===== src/rtl/fcg_pkg.sv =====
package fcg_pkg;
    localparam int DIV_W   = 7;
    localparam int PRE_W   = 2;
    localparam int NUM_REF = 3;
    localparam int CFG_W   = 1 + 1 + 1 + PRE_W + DIV_W;
    localparam int MIN_DIV = 2;

    // Packed so a cast of the written word lands every field in place:
    // en[11] esel[10] psel[9] pdiv[8:7] div[6:0]
    typedef struct packed {
        logic             en;
        logic             esel;
        logic             psel;
        logic [PRE_W-1:0] pdiv;
        logic [DIV_W-1:0] div;
    } clk_cfg_t;

    function automatic logic cfg_valid(input clk_cfg_t c);
        return c.en && (c.pdiv != '0) && (c.div >= DIV_W'(MIN_DIV));
    endfunction
endpackage


===== src/rtl/fcg_prediv.sv =====
module fcg_prediv
    import fcg_pkg::*;
(
    input  logic             clk,
    input  logic             rst_n,
    input  logic             clr,
    input  logic             adv,
    input  logic [PRE_W-1:0] code,
    output logic             tick
);
    localparam int CNT_W = 2;

    typedef struct packed {
        logic [CNT_W-1:0] cnt;
        logic             phase;
    } pre_st_t;

    pre_st_t          s_q, s_d;
    logic [CNT_W-1:0] last;

    always_comb begin
        // terminal count per code; code 2 alternates 2- and 3-tick periods
        case (code)
            PRE_W'(1): last = CNT_W'(1);
            PRE_W'(2): last = s_q.phase ? CNT_W'(2) : CNT_W'(1);
            PRE_W'(3): last = CNT_W'(2);
            default:   last = CNT_W'(1);
        endcase
        tick = adv && (s_q.cnt == last);

        s_d = s_q;
        if (clr) begin
            s_d = '0;
        end else if (tick) begin
            s_d.cnt = '0;
            if (code == PRE_W'(2)) s_d.phase = !s_q.phase;
        end else if (adv) begin
            s_d.cnt = s_q.cnt + CNT_W'(1);
        end
    end

    always_ff @(posedge clk) begin
        if (!rst_n) s_q <= '0;
        else        s_q <= s_d;
    end

    // the count never reaches the unused value 3
    p_cnt_bound_r2: assert property (@(posedge clk) disable iff (!rst_n)
        s_q.cnt != CNT_W'(3));

    // in the 2.5 mode each predivider period flips the long/short phase
    p_phase_alt_r2: assert property (@(posedge clk) disable iff (!rst_n)
        (tick && !clr && code == PRE_W'(2)) |=> (s_q.phase != $past(s_q.phase)));
endmodule


===== src/rtl/fcg_intdiv.sv =====
module fcg_intdiv
    import fcg_pkg::*;
(
    input  logic             clk,
    input  logic             rst_n,
    input  logic             run_next,
    input  logic             adv,
    input  logic [DIV_W-1:0] div,
    output logic             wrap,
    output logic             hi_next,
    output logic [DIV_W-1:0] cnt_o,
    output logic             out_o
);
    typedef struct packed {
        logic [DIV_W-1:0] cnt;
        logic             out;
    } div_st_t;

    div_st_t          s_q, s_d;
    logic [DIV_W-1:0] half;
    logic [DIV_W-1:0] cnt_nom;

    always_comb begin
        half    = div >> 1;
        wrap    = adv && (s_q.cnt == div - DIV_W'(1));
        if (wrap)     cnt_nom = '0;
        else if (adv) cnt_nom = s_q.cnt + DIV_W'(1);
        else          cnt_nom = s_q.cnt;
        hi_next = cnt_nom < half;

        s_d     = s_q;
        s_d.cnt = run_next ? cnt_nom : '0;
        s_d.out = run_next && hi_next;
    end

    always_ff @(posedge clk) begin
        if (!rst_n) s_q <= '0;
        else        s_q <= s_d;
    end

    assign cnt_o = s_q.cnt;
    assign out_o = s_q.out;

    // the output falls only on a predivider period edge
    p_fall_on_tick_r4: assert property (@(posedge clk) disable iff (!rst_n)
        $fell(s_q.out) |-> $past(adv));

    // every rising edge begins a fresh output period
    p_rise_at_zero_r7: assert property (@(posedge clk) disable iff (!rst_n)
        $rose(s_q.out) |-> (s_q.cnt == '0));
endmodule


===== src/rtl/frac_clkgen.sv =====
module frac_clkgen
    import fcg_pkg::*;
#(
    parameter int REF_N = NUM_REF,
    parameter int WORD_W = CFG_W
) (
    input  logic              clk,
    input  logic              rst_n,
    input  logic [REF_N-1:0]  ref_tick,
    input  logic              cfg_wr,
    input  logic [WORD_W-1:0] cfg_wdata,
    output logic              clk_out
);
    typedef struct packed {
        clk_cfg_t cfg;
        clk_cfg_t act;
        logic     run;
    } top_st_t;

    top_st_t          s_q, s_d;
    logic             sel_tick;
    logic             adv;
    logic             pre_tick;
    logic             wrap;
    logic             hi_next;
    logic [DIV_W-1:0] div_cmp;
    logic [DIV_W-1:0] div_cnt;

    always_comb begin
        if (!s_q.act.esel)    sel_tick = ref_tick[0];
        else if (s_q.act.psel) sel_tick = ref_tick[2];
        else                   sel_tick = ref_tick[1];
        adv     = s_q.run && sel_tick;
        // when idle the divider previews the stored word for the first phase
        div_cmp = s_q.run ? s_q.act.div : s_q.cfg.div;

        s_d = s_q;
        if (cfg_wr) s_d.cfg = clk_cfg_t'(cfg_wdata);

        if (!s_q.run || wrap) begin
            s_d.run = cfg_valid(s_q.cfg);
            s_d.act = s_q.cfg;
        end else if (!s_q.cfg.en && !hi_next) begin
            s_d.run = 1'b0;
        end
    end

    always_ff @(posedge clk) begin
        if (!rst_n) s_q <= '0;
        else        s_q <= s_d;
    end

    fcg_prediv u_pre (
        .clk   (clk),
        .rst_n (rst_n),
        .clr   (!s_d.run),
        .adv   (adv),
        .code  (s_q.act.pdiv),
        .tick  (pre_tick)
    );

    fcg_intdiv u_div (
        .clk      (clk),
        .rst_n    (rst_n),
        .run_next (s_d.run),
        .adv      (pre_tick),
        .div      (div_cmp),
        .wrap     (wrap),
        .hi_next  (hi_next),
        .cnt_o    (div_cnt),
        .out_o    (clk_out)
    );

    // a running divider always holds a legal configuration
    p_act_valid_r5: assert property (@(posedge clk) disable iff (!rst_n)
        s_q.run |-> cfg_valid(s_q.act));

    // the period counter stays below the active divisor
    p_cnt_lt_div_r3: assert property (@(posedge clk) disable iff (!rst_n)
        s_q.run |-> (div_cnt < s_q.act.div));

    // active settings change only across a period boundary
    p_act_hold_r7: assert property (@(posedge clk) disable iff (!rst_n)
        (s_q.run && $past(s_q.run) && !$past(wrap)) |-> $stable(s_q.act));

    // an idle generator drives its output low
    p_idle_low_r8: assert property (@(posedge clk) disable iff (!rst_n)
        !s_q.run |-> !clk_out);
endmodule


===== config.mk =====
export PLATFORM = sky130hd
export DESIGN_NAME = frac_clkgen
export DESIGN_NICKNAME = d
export VERILOG_FILES = /design/src/rtl/fcg_pkg.sv /design/src/rtl/fcg_prediv.sv /design/src/rtl/fcg_intdiv.sv /design/src/rtl/frac_clkgen.sv
export SDC_FILE = /design/constraint.sdc
export NUM_CORES = 1
export LEC_CHECK = 0
export CAP_MARGIN = 10
export CORE_ASPECT_RATIO = 0.75
export CORE_MARGIN = 2
export CORE_UTILIZATION = 60
export DETAILED_ROUTE_END_ITERATION = 7
export DONT_BUFFER_PORTS = 1
export PLACE_DENSITY = 0.72
export SLEW_MARGIN = 0
export SYNTH_ARGS = -nofsm -noshare
export SYNTH_HDL_FRONTEND = slang
export SYNTH_SLANG_ARGS = --single-unit

===== constraint.sdc =====
create_clock -name clk -period 4.98 [get_ports clk]
set_input_delay 0.498 -clock clk [delete_from_list [all_inputs] [get_ports clk]]
set_output_delay 0.498 -clock clk [all_outputs]
set_load 0.02 [all_outputs]

==> flow_summary.yaml <==
floorplanning:
  core_um2: 3243
  die_w_um: 70.80
  die_h_um: 54.10
  start_util_pct: 61.92
  die_area_um2: 3830
  ioPinCount: 19
  rows: 18
timing:
  fin_worst_skew_ps: 5.496
  period_minus_slack_ps: 4320
  rsz0062_at_grt: "false"
  hold_viol: 0
  tightest_slew_ps: 786.0
  fmax_ghz: 0.2315
  post-route-worst-setup-slack_ps: 659.5
  tns_ps: 0
  setup_viol: 0
  period_share_pct: 86.76
  slew_headroom_pct: 47.27
  slew_violations: 0
global_route:
  grt_pass1_wl_um: 6982
  grtUsageTotal_pct: 23.57
  grt_overflow: 0
  grt_pass1_vias: 1521
  grt_max_degree: 28
  antenna_found_initial: 0
worst_setup_path:
  path_cells: "buf_4, mux2i_1, xor2_1, nand2_1, o22ai_1, o21a_4, nor2_1, ha_1, a21oi_1, a21oi_1, or4_4, o31ai_1, nand3b_1, nor2_1"
  path_depth: 14
  path_buf_inv: 1
  start_kind: "flip-flop"
  critPathMaxFanout: 19
  critPathTopFamily: "compound AO/OA/AOI/OAI gates"
  critPathRequiredTime_ps: 5200
  cp_slowest_cell: "dfxtp_1"
  critPathArrivalTime_ps: 4540
  crit_type: "reg2reg"
  rr_worst_depth: 14
  end_kind: "flip-flop"
  cpPeakStageDelay_ps: 810
clock_network:
  clock_latency_ps: 290
  path_clk_slew_ps: 70
  cts_htree_levels: 2
  postCtsSetupBuffers: 0
  clock_sinks: 35
  cts_resized: 0
  hold_buffers: 0
  cts_root_buffer: "clkbuf_8"
  cts_buffers: 5
  clock_path_buffers: 2
  tritoncts: "built"
layout:
  multi_input_area_um2: 1230
  drive_gt1_share_pct: 11.21
  area_growth_pct: 5.421
  n_antenna_cell: 0
  fin_nets: 247
  regArea_um2: 700.7
  fill_cells: 269
yosys:
  seq_area_frac_synth_pct: 34.89
  async_flop_share_pct: 0
  ys_seq_elements: 35
  synth_area_um2: 2008
  syn_area_per_cell_um2: 8.925
  synth_edf_count: 0
  synth_top_flop_cell: "dfxtp_1"
  ys_warn_count: 0
  synthCells: 225
  synthDistinctLibCells: 50
  syn-num-nets: 250
route:
  wl_um: 4214
  vias: 1660
  viasPerCell: 6.312
  drt_pass1_iterations: 4
  ant_nets: 0
  wire_per_inst_um: 16.02
  top_layer: "met4"
  drc_errors: 0
  dr.first_iter.drc_count: 68
  met3_length_um: 172
  met2WireLength_um: 1957
  routedLengthMet1_um: 2045
place:
  hpwl_um: 3077
  finalWeightedCongestion: 0.8182
  dp_slack_ps: 741.3
  portBuffers: 0
power:
  leakagePower_nw: 0.7418
  power_density_nw_per_um2: 297.3
  power_uw: 629.4
  ir_worst_vdd_mv: 0.2350
status:
  status: "completed"
worst_hold_path:
  hold_depth: 2
  hp-class: "in2reg"
job:
  drv_cap: 0
final timing paths:
path                          endpoint  slack (ps)                 from
min reg2reg        s_q[7]$_SDFFE_PN0N_         480  s_q[7]$_SDFFE_PN0N_
max reg2reg  u_div.cnt_o[3]$_SDFF_PN0_         660    s_q[0]$_SDFF_PN0_
max          u_div.cnt_o[3]$_SDFF_PN0_         660    s_q[0]$_SDFF_PN0_
min          u_pre.s_q[0]$_SDFFE_PN0P_         340                rst_n
cells in the mapped netlist (all sizes together) (2+ instances only):
library cell / number / share of area (%)
xor2: 8 / 3.5
nand3: 14 / 3.5
nand3b: 2 / 0.75
inv: 2 / 0.37
xnor2: 6 / 2.6
a2111oi: 2 / 1.8
o21ai: 18 / 4.9
clkbuf: 2 / 0.37
nand4: 3 / 0.93
a211oi: 3 / 1.6
nor2b: 3 / 0.93
mux2i: 22 / 12
nand2: 9 / 1.7
o211ai: 3 / 1.1
ha: 7 / 4.4
o21a: 2 / 1.1
a21oi: 18 / 5.4
nor3b: 2 / 0.75
buf: 9 / 2.9
or4: 2 / 0.93
nor3: 7 / 1.7
nor2: 30 / 5.6
dfxtp: 35 / 35
where the power goes:
part / total [mW] / leakage, nW / internal, mW / switching [mW]
Sequential: 0.301 / 0.286 / 0.290 / 0.0110
Combinational: 0.0660 / 0.395 / 0.0286 / 0.0374
Clock: 0.263 / 0.0612 / 0.162 / 0.101
cell usage in the layout (no fill, tap or decap), drive strengths merged, types with 2 or more instances in the layout:
cell / count
a2111oi: 2
a211oi: 3
a21oi: 18
clkbuf: 6
clkinv: 2
dfxtp: 35
ha: 7
inv: 2
mux2i: 22
nand2: 9
nand3: 14
nand3b: 2
nand4: 3
nor2: 30
nor2b: 3
nor3: 7
nor3b: 2
o211ai: 3
o21a: 2
o21ai: 18
or4: 2
xnor2: 6
xor2: 8
kinds of logic (layout without fill, tap and decap cells):
logic type,Yosys count,in the layout,share of synthesized area [%]
AND/OR/NAND/NOR,79,79,19.25
adder cells (fa/ha/maj),7,7,4.361
AO/OA/AOI/OAI,54,54,19.75
buffers and inverters,14,12,3.863
flip-flops,35,35,34.89
XOR/XNOR,14,14,6.106
multiplexers,22,22,11.78
sequential cells by signal, summed over array words and instances, names as in the netlist:
name / flops
s_q: 24
u_div.cnt_o: 7
u_div.out_o: 1
u_pre.s_q: 3
metal layers:
layer  vias to the layer above  GRT usage (%)
li1                        813              -
met1                       814          31.32
met2                        27          38.16
met3                         6          6.742
met4                         0          6.289
met5                         -              0
worst reg2reg max path: stages, from the launching register on:
cell      delay, ps
dfxtp_1         810
buf_4           310
mux2i_1         310
xor2_1          340
nand2_1          90
o22ai_1         300
o21a_4          310
nor2_1           80
ha_1            320
a21oi_1         160
a21oi_1          90
or4_4           500
o31ai_1         240
nand3b_1        220
nor2_1          160
per-stage QoR:
stage | hold WS (ps) | util, % | area (um^2) | instances
after global routing | 341.1 | 65.28 | 2117 | 263
after CTS | 335.8 | 65.28 | 2117 | 263
after detailed placement | 472.2 | 61.65 | 1999 | 255
after floorplan | 452.1 | - | 2008 | 225
after global placement | 460.3 | 61.65 | 1999 | 255
final | 340.4 | 65.28 | 2117 | 263
layout make-up:
class | count | share of cell area (%)
sequential | 35 | 33.10
multi-input combinational | 176 | 58.10
clock inverter | 2 | 1.655
inverter | 3 | 0.5319
clock buffer | 6 | 3.901
timing repair buffer | 1 | 0.3546
tap | 40 | 2.364
Power figures use the tool's default switching activity.
